[config.mk]
export PLATFORM = sky130hd
export DESIGN_NAME = cop_irq_ctl
export DESIGN_NICKNAME = d
export VERILOG_FILES = /design/src/rtl/cop_irq_pkg.sv /design/src/rtl/cop_irq_decode.sv /design/src/rtl/cop_irq_datapath.sv /design/src/rtl/cop_irq_ctl.sv
export SDC_FILE = /design/constraint.sdc
export NUM_CORES = 1
export LEC_CHECK = 0
export CORE_UTILIZATION = 32
export CTS_BUF_LIST = sky130_fd_sc_hd__clkbuf_4
export DETAILED_ROUTE_END_ITERATION = 7
export PLACE_DENSITY = 0.84
export SETUP_SLACK_MARGIN = 0.3
export SKIP_CTS_REPAIR_TIMING = 1
export SLEW_MARGIN = 10
export SYNTH_ARGS = -nofsm -noshare
export SYNTH_HDL_FRONTEND = slang
export SYNTH_SLANG_ARGS = --single-unit
[constraint.sdc]
create_clock -name clk -period 3.2 [get_ports clk]
set_input_delay 0.8 -clock clk [delete_from_list [all_inputs] [get_ports clk]]
set_output_delay 0.8 -clock clk [all_outputs]
set_load 0.02 [all_outputs]
[src/rtl/cop_irq_pkg.sv]
package cop_irq_pkg;
  localparam int REG_W    = 16;
  localparam int SRC_N    = 3;
  localparam int SRC_BASE = 3;
  localparam int RST_BIT  = 0;
  localparam int ASR_BIT  = 1;
  localparam int HLT_BIT  = 2;
  localparam int BUSY_BIT = SRC_BASE + 2 * SRC_N;
  localparam int INIT_BIT = BUSY_BIT + 2;

  function automatic int statBit(input int idx);
    return SRC_BASE + 2 * idx;
  endfunction

  function automatic logic [REG_W-1:0] usedMask();
    logic [REG_W-1:0] m;
    m = '0;
    m[RST_BIT]  = 1'b1;
    m[ASR_BIT]  = 1'b1;
    m[HLT_BIT]  = 1'b1;
    m[BUSY_BIT] = 1'b1;
    m[INIT_BIT] = 1'b1;
    for (int k = 0; k < SRC_N; k++) begin
      m[statBit(k)]     = 1'b1;
      m[statBit(k) + 1] = 1'b1;
    end
    return m;
  endfunction

  localparam logic [REG_W-1:0] PAD_MASK = ~usedMask();

  typedef struct packed {
    logic             wrStb;
    logic [REG_W-1:0] wrVal;
    logic [SRC_N-1:0] setStat;
    logic [SRC_N-1:0] clrStat;
    logic             padHit;
    logic             rstHit;
  } ctlStrobes_t;
endpackage

[src/rtl/cop_irq_decode.sv]
module cop_irq_decode
  import cop_irq_pkg::*;
(
  input  logic             wrEn,
  input  logic [REG_W-1:0] wrData,
  input  logic [SRC_N-1:0] srcPulse,
  output ctlStrobes_t      strobes
);
  logic [SRC_N-1:0] clrVec;

  for (genvar i = 0; i < SRC_N; i++) begin : g_clr
    assign clrVec[i] = wrEn & wrData[statBit(i)];
  end

  always_comb begin
    strobes.wrStb   = wrEn;
    strobes.wrVal   = wrData;
    strobes.setStat = srcPulse;
    strobes.clrStat = clrVec;
    strobes.padHit  = wrEn & (|(wrData & PAD_MASK));
    strobes.rstHit  = wrEn & wrData[RST_BIT];
  end
endmodule

[src/rtl/cop_irq_datapath.sv]
module cop_irq_datapath
  import cop_irq_pkg::*;
(
  input  logic             clk,
  input  logic             rstN,
  input  ctlStrobes_t      strobes,
  input  logic             dmaBusy,
  output logic [REG_W-1:0] rdData,
  output logic             irqOut,
  output logic             audioCtlClr,
  output logic             padError
);
  logic [SRC_N-1:0] statReg;
  logic [SRC_N-1:0] maskReg;
  logic rstBit, asrBit, hltBit, initBit;
  logic audioClrQ, padErrQ;

  for (genvar i = 0; i < SRC_N; i++) begin : g_src
    always_ff @(posedge clk) begin
      if (!rstN) begin
        statReg[i] <= 1'b0;
        maskReg[i] <= 1'b0;
      end else begin
        if (strobes.setStat[i])      statReg[i] <= 1'b1;
        else if (strobes.clrStat[i]) statReg[i] <= 1'b0;
        if (strobes.wrStb) maskReg[i] <= strobes.wrVal[statBit(i) + 1];
      end
    end

    a_r2_set_sticky: assert property (@(posedge clk) disable iff (!rstN)
      strobes.setStat[i] |=> statReg[i]);
    a_r3_hold_unless_ack: assert property (@(posedge clk) disable iff (!rstN)
      (statReg[i] && !strobes.clrStat[i]) |=> statReg[i]);
  end

  always_ff @(posedge clk) begin
    if (!rstN) begin
      rstBit    <= 1'b0;
      asrBit    <= 1'b0;
      hltBit    <= 1'b1;
      initBit   <= 1'b0;
      audioClrQ <= 1'b0;
      padErrQ   <= 1'b0;
    end else begin
      if (strobes.wrStb) begin
        rstBit  <= strobes.wrVal[RST_BIT];
        asrBit  <= strobes.wrVal[ASR_BIT];
        hltBit  <= strobes.wrVal[HLT_BIT];
        initBit <= strobes.wrVal[INIT_BIT];
      end
      audioClrQ <= strobes.rstHit;
      padErrQ   <= strobes.padHit;
    end
  end

  always_comb begin
    rdData = '0;
    rdData[RST_BIT]  = rstBit;
    rdData[ASR_BIT]  = asrBit;
    rdData[HLT_BIT]  = hltBit;
    rdData[INIT_BIT] = initBit;
    rdData[BUSY_BIT] = dmaBusy;
    for (int k = 0; k < SRC_N; k++) begin
      rdData[statBit(k)]     = statReg[k];
      rdData[statBit(k) + 1] = maskReg[k];
    end
  end

  assign irqOut      = |(statReg & maskReg);
  assign audioCtlClr = audioClrQ;
  assign padError    = padErrQ;

  a_r4_halt_written: assert property (@(posedge clk) disable iff (!rstN)
    strobes.wrStb |=> (hltBit == $past(strobes.wrVal[HLT_BIT])));
  a_r5_needs_enable: assert property (@(posedge clk) disable iff (!rstN)
    irqOut |-> (|maskReg));
  a_r7_pad_reads_zero: assert property (@(posedge clk) disable iff (!rstN)
    (rdData & PAD_MASK) == '0);
  a_r8_clear_pulse: assert property (@(posedge clk) disable iff (!rstN)
    (strobes.wrStb && strobes.wrVal[RST_BIT]) |=> audioCtlClr);
  a_r7_pad_flag: assert property (@(posedge clk) disable iff (!rstN)
    (strobes.wrStb && |(strobes.wrVal & PAD_MASK)) |=> padError);
endmodule

[src/rtl/cop_irq_ctl.sv]
module cop_irq_ctl
  import cop_irq_pkg::*;
(
  input  logic             clk,
  input  logic             rstN,
  input  logic             wrEn,
  input  logic [REG_W-1:0] wrData,
  output logic [REG_W-1:0] rdData,
  input  logic [SRC_N-1:0] srcPulse,
  input  logic             dmaBusy,
  output logic             irqOut,
  output logic             audioCtlClr,
  output logic             padError
);
  ctlStrobes_t strobes;

  cop_irq_decode i_decode (
    .wrEn     (wrEn),
    .wrData   (wrData),
    .srcPulse (srcPulse),
    .strobes  (strobes)
  );

  cop_irq_datapath i_datapath (
    .clk         (clk),
    .rstN        (rstN),
    .strobes     (strobes),
    .dmaBusy     (dmaBusy),
    .rdData      (rdData),
    .irqOut      (irqOut),
    .audioCtlClr (audioCtlClr),
    .padError    (padError)
  );
endmodule

---- Yosys cells after proc, flatten, opt, wreduce, memory -nomap -nowiden ----
Index checks and enable logic that the tools add are counted.
storage, ports and cells
  bits in registers ....................... 12
  latch bits .............................. 0
  bits in writable memories ............... 0
  memory bits (read-only) ................. 0
  input bits .............................. 23
  output and inout port bits .............. 19
  logic and storage cells ................. 29
  memories kept ........................... 0
cells by class
  add/sub/neg operators ................... 0
  $mul .................................... 0
  divide/modulo/power cells ............... 0
  magnitude comparators ................... 0
  equal/unequal tests ..................... 0
  shift operators ......................... 0
  mux-type cells .......................... 6
  bitwise gates (word level) .............. 6
  reductions and logical operators ........ 5
operator list
  operator           number
  $mux 1             6
  $reduce_bool 2->1  3
  $and 1x1->1        5
  $reduce_or 5->1    1
  $and 3x3->3        1
  $reduce_or 3->1    1

---- Longest topological paths before layout ----
  word-level depth ........................ 3
  gate-level depth with buffers ........... 3
  mapped depth without buffers ............ 2

---- By module ----
A second synthesis with hierarchy kept.
unflattened totals
  cells, all modules ...................... 75
  area total of the unflattened synthesis .. 704.4 sq um
modules (own cells, without submodules)
  module            instances  cells an instance  area each (sq um)  sequential area each (sq um)
  cop_irq_datapath  1          49                 514.2              240.2
  cop_irq_decode    1          26                 190.2              0.0

---- Least setup slack after synthesis ----
No wires, ideal clock.
  path type ............................... in2out
  from .................................... input dmaBusy
  to ...................................... output rdData[9]
  arrival ................................. 0.934 ns
  data required time ...................... 2.400 ns
  path slack .............................. 1.466 ns
  stages on the path ...................... 1
  cells stage by stage .................... buf_4
RTL lines
  item             line               text
  start, declared  cop_irq_ctl.sv:10  input logic dmaBusy,
  end, declared    cop_irq_ctl.sv:8   output logic [REG_W-1:0] rdData,
No word-level cell between the ends.

---- Final worst setup path ----
  from .................................... register i_datapath.maskReg[1], in the netlist i_datapath.rdData[6]
  to ...................................... output irqOut
on the way
  longest elaborated chain between the ends .. 2
ends and longest elaborated chain
  item                             line                    text
  start, declared                  cop_irq_datapath.sv:14  logic [SRC_N-1:0] maskReg;
  start signal, assigned by index  cop_irq_datapath.sv:26  if (strobes.wrStb) maskReg[i] <= strobes.wrVal[statBit(i) + 1];
  $and 3x3->3                      cop_irq_datapath.sv:69  assign irqOut = |(statReg & maskReg);
  $reduce_or 3->1                  cop_irq_datapath.sv:69
  end, declared                    cop_irq_ctl.sv:11       output logic irqOut,
No other way between the ends.

==> results.txt <==
I/O pins: 42
number of DRC markers in iteration 0: 4
reg-to-reg critical path endpoint: i_datapath.rdData[3]
antenna fix cells: 0
sequential area share after synthesis: 45.9%
hold-critical path depth: 2
dominant synthesized flop cell: dfxtp_1
pin count of the biggest net entering global routing: 13
Max Clk Rate: 0.429 GHz
synthesis-stage register bit count: 12
Post-Syn Instances: 50
total CTS buffers: 3
Post-synth EDFFs: 0
post-detailed-placement half-perimeter wirelength: 831 um
Routed WL: 1.06 mm
total gr overflow: 0
most common cell in the synthesized netlist: dfxtp_1
wire length per cell: 11.2 um
clock tree sinks: 12
DRT Pass-1 Iters: 4
fillers: 147
final slew viol count: 0
Post-synth top cells: dfxtp_1, buf_4, mux2i_1
Yosys top cell by area: dfxtp_1
post-synth design cell area: 523 um2
TritonCTS clock tree: built
hold path start: i_datapath.hltBit
Fin. Hold Viols: 0
# H-tree levels: 1
IO buf count: 33
ANT nets after route: 0
Bufs on Longest Clock Path: 2
VDD IR max: 0.000188 V
# rows: 14
Die X: 42.4 um
MaxCap Viol Count: 0
total track usage: 13.2%
Tightest Pin Transition: 0.547 ns
Netlist cell types: 14
die area: 1800 um2
core area: 1520 um2
clk_skew: 0 ns
Clock Pin Slew Worst Setup and Hold Paths: 0.07 ns
Final Cycle Share: 72.9%
GP Congestion: 0.634
r2r setup slk: 2.44 ns
first-pass GRT wire length: 1.73 mm
worst hold path endpoint: i_datapath.hltBit
YS warnings: 0
RSZ-0062 raised after global routing: no
Pwr Density: 405 nW/um2
status: completed
proportion of layout cells with a drive suffix above 1: 3.85%
startpoint types: flip-flop
initial antenna violation count: 0
Worst EP arrival: 1.53 ns
final setup fails: 0
Rel. slew slack: 63.4%
DRC violations left: 0
root buf cell: clkbuf_4
share of the synthesized area in the top cell type: 45.9%
Worst Path Max Fanout: 3
syn_area_per_cell: 10.5 um2
initial core utilization: 34.3%
Worst-Skew Late Latency: 0.26 ns
Worst Reg-to-Reg Cells: 2
critical path class: flip-flop to output port
nets@finish: 103
Hold Worst Slack: 0.481 ns
DR vias/cell: 4.53
Req. time, crit path: 2.40 ns
critical path endpoint category: output port
number of global-route vias before repair: 401
RR Startpoint: i_datapath.rdData[3]
Sum Neg Setup Slack: 0 ns
total leakage power: 0.342 nW
fraction of registers with async set or reset after synthesis: 0%
register area: 240 um2
DIE HEIGHT: 42.4 um
largest cells by area after synthesis: dfxtp_1, buf_4, mux2i_1
Hold WC Path Type: flip-flop to flip-flop
vias post-DR: 426
post-layout minimum cycle time: 2.33 ns
Layout area overhead: 57.7%
footprint of the multi-input gates: 208 um2
through the flow:
stage | worst slack, ns | cell area, um2 | util [%] | std cells | total power, mW
6_report | 0.869 | 825 | 54.1 | 94 | 0.334
5_1_grt | 0.771 | 825 | 54.1 | 94 | 0.353
4_1_cts | 0.847 | 825 | 54.1 | 94 | 0.341
3_5_place_dp | 1.07 | 802 | 52.6 | 91 | 0.249
3_3_place_gp | 1.08 | 802 | 52.6 | 91 | 0.248
2_1_floorplan | 1.47 | 538 | - | 54 | 0.213
per-layer routing:
metal,routed length (um),global-route usage (%),part of all wire [%]
met4,5,7.50,0.47
met2,554,23.1,52
met3,103,4.31,9.8
met1,393,13.6,37
met5,0,0,0
worst max-delay path by stage:
stage / startpoint / end / slack [ns] / cells after the start
3_3_place_gp: wrEn / i_datapath.rdData[7] / 1.08 / 3
3_5_place_dp: wrEn / i_datapath.rdData[5] / 1.07 / 3
2_1_floorplan: dmaBusy / rdData[9] / 1.47 / 1
6_report: i_datapath.rdData[6] / irqOut / 0.87 / 3
5_1_grt: i_datapath.rdData[6] / irqOut / 0.77 / 3
4_1_cts: i_datapath.rdData[6] / irqOut / 0.85 / 3
report_power, final:
part / internal, mW / switching, mW
clock: 0.0434 / 0.0452
combinational: 0.0478 / 0.0333
sequential: 0.158 / 0.00546
total: 0.250 / 0.0840
cell families after synthesis:
logic type | after synthesis | share of synthesized area, %
AOI/OAI and AO/OA | 8 | 12.4
buffers and inverters | 13 | 17.2
DFF | 12 | 45.9
muxes | 7 | 13.4
other | 1 | 0.717
and+or+nand+nor | 9 | 10.3
cell usage in the layout (no fill, tap or decap):
cell type / n
a21boi_0: 3
a222oi_1: 1
and3_1: 1
clkbuf_4: 3
clkdlybuf4s50_1: 33
conb_1: 5
dfxtp_1: 12
inv_1: 1
mux2i_1: 7
nand2_1: 1
nor2b_1: 6
o21a_1: 3
o311a_1: 1
or3_1: 1
sequential cells by signal (all words and copies together), names as in the netlist:
name / count
i_datapath.asrBit: 1
i_datapath.hltBit: 1
i_datapath.rdData: 6
i_datapath.rstBit: 1
i_datapath.audioCtlClr: 1
i_datapath.initBit: 1
i_datapath.padError: 1
critical path: stages, from the launching register on:
cell and delay (ns):
dfxtp_1 0.33, a222oi_1 0.34, inv_1 0.07, clkdlybuf4s50_1 0.53
cell type report:
cell class / instances / share of cell area [%]
Multi-Input combinational cell: 29 / 25.2
Tap cell: 16 / 2.43
Inverter: 1 / 0.455
Timing Repair Buffer: 33 / 40.1
Clock buffer: 3 / 2.73
Sequential cell: 12 / 29.1
No activity file was read; power rests on OpenSTA's default activity.
